## config.mk

```make
export PLATFORM = sky130hd
export DESIGN_NAME = wakeIrqNormalizer
export DESIGN_NICKNAME = d
export VERILOG_FILES = /design/src/rtl/wakeIrqPkg.sv /design/src/rtl/wakeIrqCtrl.sv /design/src/rtl/wakeIrqDatapath.sv /design/src/rtl/wakeIrqNormalizer.sv
export SDC_FILE = /design/constraint.sdc
export NUM_CORES = 2
export LEC_CHECK = 0
export ABC_CLOCK_PERIOD_IN_PS = 6400
export BUFFER_PORTS_ARGS = -buffer_cell sky130_fd_sc_hd__buf_2
export CORE_MARGIN = 2
export CORE_UTILIZATION = 40
export DETAILED_ROUTE_END_ITERATION = 10
export PLACE_DENSITY = 0.66
export RECOVER_POWER = 100
export SLEW_MARGIN = 20
export SYNTH_ARGS = -nofsm -noshare
export SYNTH_HDL_FRONTEND = slang
export SYNTH_SLANG_ARGS = --single-unit
```

## constraint.sdc

```tcl
create_clock -name clk -period 6.4 [get_ports clk]
set_input_delay 0 -clock clk [delete_from_list [all_inputs] [get_ports clk]]
set_output_delay 0 -clock clk [all_outputs]
set_load 0.005 [all_outputs]
```

## src/rtl/wakeIrqPkg.sv

```systemverilog
package wakeIrqPkg;

  typedef enum logic [2:0] {
    SENSE_LVL_LOW  = 3'b000,
    SENSE_FALL     = 3'b010,
    SENSE_LVL_HIGH = 3'b100,
    SENSE_RISE     = 3'b110,
    SENSE_BOTH     = 3'b111
  } senseCode_e;

  // strobes from control to datapath
  typedef struct packed {
    logic       cfgWr;    // a configuration word is written this cycle
    logic [7:0] cfgPin;   // which pin
    logic [2:0] cfgCode;  // its new sense code
  } ctrlStrobe_t;

  // high when the code asks for polarity inversion (low level, falling edge)
  function automatic logic senseInverts(input logic [2:0] code);
    return ~code[2];
  endfunction

endpackage

```

## src/rtl/wakeIrqCtrl.sv

```systemverilog
module wakeIrqCtrl
  import wakeIrqPkg::*;
#(
  parameter int NUM_PINS = 126,
  parameter int ADDR_W   = 12,
  parameter int DATA_W   = 32
) (
  input  logic                  clk,
  input  logic                  rstN,
  input  logic                  regWrEn,
  input  logic [ADDR_W-1:0]     regAddr,
  input  logic [DATA_W-1:0]     regWrData,
  output logic [DATA_W-1:0]     regRdData,
  output logic [NUM_PINS-1:0]   enVec,
  output logic [3*NUM_PINS-1:0] cfgFlat,
  output ctrlStrobe_t           strobe
);

  localparam int NUM_BANKS = (NUM_PINS + DATA_W - 1) / DATA_W;
  localparam int EN_BASE   = 'h010;
  localparam int CFG_BASE  = 'h110;
  localparam int EN_END    = EN_BASE + 4 * NUM_BANKS;
  localparam int CFG_END   = CFG_BASE + 4 * NUM_PINS;

  logic        wordAligned;
  logic        enHit;
  logic        cfgHit;
  int          enBank;
  int          cfgIdx;

  always_comb begin
    wordAligned = (regAddr[1:0] == 2'b00);
    enHit  = wordAligned && (int'(regAddr) >= EN_BASE)  && (int'(regAddr) < EN_END);
    cfgHit = wordAligned && (int'(regAddr) >= CFG_BASE) && (int'(regAddr) < CFG_END);
    enBank = (int'(regAddr) - EN_BASE) / 4;
    cfgIdx = (int'(regAddr) - CFG_BASE) / 4;
  end

  for (genvar p = 0; p < NUM_PINS; p++) begin : gPin
    localparam int BANK = p / DATA_W;
    localparam int BIT  = p % DATA_W;

    always_ff @(posedge clk or negedge rstN) begin
      if (!rstN)
        enVec[p] <= 1'b0;
      else if (regWrEn && enHit && enBank == BANK)
        enVec[p] <= regWrData[BIT];
    end

    always_ff @(posedge clk or negedge rstN) begin
      if (!rstN)
        cfgFlat[3*p +: 3] <= 3'b000;
      else if (regWrEn && cfgHit && cfgIdx == p)
        cfgFlat[3*p +: 3] <= regWrData[2:0];
    end
  end

  always_comb begin
    regRdData = '0;
    if (enHit) begin
      for (int p = 0; p < NUM_PINS; p++)
        if (p / DATA_W == enBank) regRdData[p % DATA_W] = enVec[p];
    end else if (cfgHit) begin
      for (int p = 0; p < NUM_PINS; p++)
        if (p == cfgIdx) regRdData[2:0] = cfgFlat[3*p +: 3];
    end
  end

  always_comb begin
    strobe.cfgWr   = regWrEn && cfgHit;
    strobe.cfgPin  = 8'(cfgIdx);
    strobe.cfgCode = regWrData[2:0];
  end

endmodule

```

## src/rtl/wakeIrqDatapath.sv

```systemverilog
module wakeIrqDatapath
  import wakeIrqPkg::*;
#(
  parameter int NUM_PINS = 126
) (
  input  logic                  clk,
  input  logic                  rstN,
  input  logic [NUM_PINS-1:0]   pinIn,
  input  logic [NUM_PINS-1:0]   enVec,
  input  logic [3*NUM_PINS-1:0] cfgFlat,
  input  ctrlStrobe_t           strobe,
  output logic [NUM_PINS-1:0]   irqOut
);

  logic [NUM_PINS-1:0] syncA;
  logic [NUM_PINS-1:0] syncQ;
  logic [NUM_PINS-1:0] prevQ;   // previous polarity-corrected value

  always_ff @(posedge clk or negedge rstN) begin
    if (!rstN) begin
      syncA <= '0;
      syncQ <= '0;
    end else begin
      syncA <= pinIn;
      syncQ <= syncA;
    end
  end

  for (genvar p = 0; p < NUM_PINS; p++) begin : gPin
    logic [2:0] code;
    logic       corr;
    logic       sensed;

    assign code = cfgFlat[3*p +: 3];
    assign corr = syncQ[p] ^ senseInverts(code);

    always_ff @(posedge clk or negedge rstN) begin
      if (!rstN)
        prevQ[p] <= 1'b0;
      else if (strobe.cfgWr && strobe.cfgPin == 8'(p))
        prevQ[p] <= syncQ[p] ^ senseInverts(strobe.cfgCode);
      else
        prevQ[p] <= corr;
    end

    always_comb begin
      unique case (code)
        SENSE_LVL_LOW, SENSE_LVL_HIGH: sensed = corr;
        SENSE_FALL, SENSE_RISE:        sensed = corr & ~prevQ[p];
        SENSE_BOTH:                    sensed = corr ^ prevQ[p];
        default:                       sensed = 1'b0;
      endcase
    end

    assign irqOut[p] = enVec[p] & sensed;
  end

endmodule

```

## src/rtl/wakeIrqNormalizer.sv

```systemverilog
module wakeIrqNormalizer
  import wakeIrqPkg::*;
#(
  parameter int NUM_PINS = 126,
  parameter int ADDR_W   = 12,
  parameter int DATA_W   = 32
) (
  input  logic                clk,
  input  logic                rstN,
  input  logic                regWrEn,
  input  logic [ADDR_W-1:0]   regAddr,
  input  logic [DATA_W-1:0]   regWrData,
  output logic [DATA_W-1:0]   regRdData,
  input  logic [NUM_PINS-1:0] pinIn,
  output logic [NUM_PINS-1:0] irqOut
);

  logic [NUM_PINS-1:0]   enVec;
  logic [3*NUM_PINS-1:0] cfgFlat;
  ctrlStrobe_t           strobe;

  wakeIrqCtrl #(.NUM_PINS(NUM_PINS), .ADDR_W(ADDR_W), .DATA_W(DATA_W)) uCtrl (
    .clk(clk), .rstN(rstN), .regWrEn(regWrEn), .regAddr(regAddr),
    .regWrData(regWrData), .regRdData(regRdData),
    .enVec(enVec), .cfgFlat(cfgFlat), .strobe(strobe)
  );

  wakeIrqDatapath #(.NUM_PINS(NUM_PINS)) uData (
    .clk(clk), .rstN(rstN), .pinIn(pinIn), .enVec(enVec),
    .cfgFlat(cfgFlat), .strobe(strobe), .irqOut(irqOut)
  );

endmodule

```

==> reports/qor.yml <==
status: "finished with violations"
violations: "max-capacitance violations, max-slew violations"
num_vias: 37700
worstMarginPinSlew_ns: 4.47
ys_types: 87
fp.dieArea_sq_mm: 0.117
yosysTopAreaCellShare: 0.483
hold_viol: 0
peakVddDrop_uv: 203
cp_max_fo: 14
coreArea_sq_mm: 0.114
whs_ns: 0.0434
async_reset_ff_frac: 1.00
yosysTopAreaCell: "dfrtp_1"
post_dp_cell_area_sq_mm: 0.0498
start_util: 0.402
dp_cells: 6020
synth_nets: 4541
grt_pass1_vias: 37300
cts.clk_slew.worst_paths_ns: 0.07
yosysSeqAreaShare: 0.483
synthTopCellsByArea: "dfrtp_1 (48%), mux2_2 (13%), ha_1 (3.9%)"
clockRootBuffer: "clkbuf_16"
crit_slowest_cell: "or4bb_1"
grt_pass1_wl_mm: 255
rsz0062_at_grt: "false"
clock_latency_ns: 0.71
fin_nets: 5211
crit_required_ns: 6.40
critPathTopFamily: "simple AND/OR/NAND/NOR gates"
antenna_found_initial: 18
fin_skew_ns: 0.0394
fin_crit_ns: 6.07
criticalPathCategory: "primary input to primary output"
min_path_type: "primary input to register"
cp_cell_sequence: "buf_2 > inv_1 > ha_1 > or3b_1 > a21boi_0 > nor2b_1 > ha_4 > or4bb_1 > a2111oi_4 > nand3_1 > ha_1 > nor4_1 > nand2_1 > a21oi_2 > buf_4 > nand2_1 > o32ai_1 > a211oi_1 > buf_4 > o221a_1 > o211ai_1 > buf_2"
drtIter0Drc: 4173
startpoint: "regAddr[5]"
die_x_microns: 342
wl_mm: 176
overflow: 0
period_share: 0.948
dr.pass1.iters: 6
cap_viol_max_count: 9
yosys_warnings: 0
syn2layout_area_growth_pct: 22.0
ctsResizeCount: 0
drcViolationCount: 0
cts.sinks: 882
stdcell_count: 6491
io_buffers: 330
relSlewSlack: -1.98
cp.arrival_ns: 6.07
critPathLaunchType: "primary input"
drv_slew: 847
post_drt_via_cell_ratio: 5.80
fin_setup_tns_ns: 0
grt_start_max_net_pins: 164
endpoint_kind: "primary output"
htreeDepth: 3
die_height_microns: 342
powerDensity_mw_per_mm2: 235
synthesis.area_per_instance_sq_um: 10.8
reg2reg_from: "uCtrl.enVec[16]"
drt.antenna.violating_nets: 0
drive_gt1_frac: 0.221
synthesis.area_sq_mm: 0.0457
pin_count: 331
hp-start: "regWrData[0]"
critPathMaxStageDelay_ns: 0.55
wire_per_inst_microns: 27.1
synthCells: 4224
critPathBufInv: 5
fill_cells: 10400
cts_buffers: 99
ys_ff_latch: 882
synth_edf_count: 0
setup_viol: 0
grt_use_total: 0.297
ys.flop_type: "dfrtp_1"
clock.fmax_ghz: 0.165
fp-row-count: 124
cts_tree: "done"
gp_congestion: 1.05
p_leak_uw: 0.0250
post_cts_buffers: 0
dp_hpwl_mm: 126
cts.path.max_buffers: 3
stdcell_area_sq_mm: 0.0558
-- state kept, by name, indices dropped and copies added (netlist names) --
signal,flops
uData.syncA,126
uCtrl.enVec,126
uData.prevQ,126
uCtrl.cfgFlat,378
uData.syncQ,126
-- cell usage after synthesis (101+ instances only) --
cell,instances
xnor2_1,142
o21ai_0,101
nor2_1,438
nor2b_1,126
ha_1,144
clkbuf_1,156
mux2i_1,161
xor2_1,129
mux2_2,520
inv_1,266
dfrtp_1,882
a22oi_1,140
o22ai_1,154
nand2_1,311
-- cell type report --
| type | count | area (sq um) | share of cell area |
|---|---|---|---|
| clock inverter | 47 | 553 | 0.00991 |
| clock buffer | 137 | 2880 | 0.0517 |
| multi-input combinational | 2868 | 21900 | 0.393 |
| timing repair buffer | 776 | 5480 | 0.0983 |
| tap | 1512 | 1890 | 0.0339 |
| inverter | 267 | 1000 | 0.0180 |
| sequential | 882 | 22100 | 0.396 |
| antenna | 2 | 5.00 | 0.0000897 |
-- path summary, 6_finish.rpt --
kind	end	slack, ns	cells after the start
worst max-delay path	regRdData[1]	0.33	22
worst min-delay path	uCtrl.cfgFlat[45]	0.04	2
worst max register to register	uCtrl.enVec[16]	5.36	1
worst min register to register	uData.syncQ[85]	0.34	0
max in group asynchronous	uData.prevQ[89]	1.43	3
min in group asynchronous	uCtrl.enVec[75]	1.07	3
-- layer usage --
layer  GRT usage  part of all wire  up-vias
li1            -                 -    16200
met1       0.399              0.40    18900
met2       0.429              0.42     1970
met3      0.0780              0.10      557
met4       0.180             0.072       16
met5           0           0.00056        -
-- repair_timing --
item                                    in CTS  in global routing
hold buffers                               285                  0
endpoints found under the hold margin      495                  0
endpoints found under the setup margin       0                  1
-- power breakdown --
group          leakage, uW  internal, uW  total [uW]  switching [uW]
registers           0.0114          5700        5790            86.6
clock network      0.00169          3490        6010            2520
logic               0.0119           460        1310             851
total               0.0250          9650       13100            3460
-- cells in the final DEF (no fill, tap or decap), types with 15 or more instances in the layout --
cell           instances
inv_1                266
nand2_1              311
dfrtp_1              882
o211ai_1              16
and3_1                37
buf_2                182
mux2i_1              161
mux4_2                35
a221oi_1              17
clkbuf_2              32
buf_4                129
nand3_1               38
clkbuf_16            101
mux2_2               518
ha_1                 141
dlygate4sd3_1        284
nor3_1                30
xor2_1               129
clkinv_2              20
nor2b_1              125
o21ai_0              103
a21oi_1               89
clkbuf_8              22
o22ai_1              154
clkbuf_1             157
xnor2_1              142
nor2_1               435
o221ai_1              15
a22oi_1              140
a211oi_1              23
-- metrics by stage --
stage / utilization / setup slack (ns) / power, uW
global route: 0.490 / 0.00954 / 13500
floorplan: - / 0.748 / 6410
finish: 0.490 / 0.334 / 13100
global placement: 0.437 / -0.162 / 7010
CTS: 0.493 / 0.461 / 13200
detailed placement: 0.438 / 0.515 / 7030
-- kinds of logic (layout without fill, tap and decap cells) --
logic type	after synthesis	after routing	share of synthesized area
adder cells (fa/ha/maj)	144	144	0.0394
multiplexers	718	718	0.181
flip-flops	882	882	0.483
XOR/XNOR	272	272	0.0524
other	0	2	0
AO/OA/AOI/OAI	690	690	0.103
AND/OR/NAND/NOR	1044	1044	0.101
buffers and inverters	474	1227	0.0404
Power figures use the tool's default switching activity.
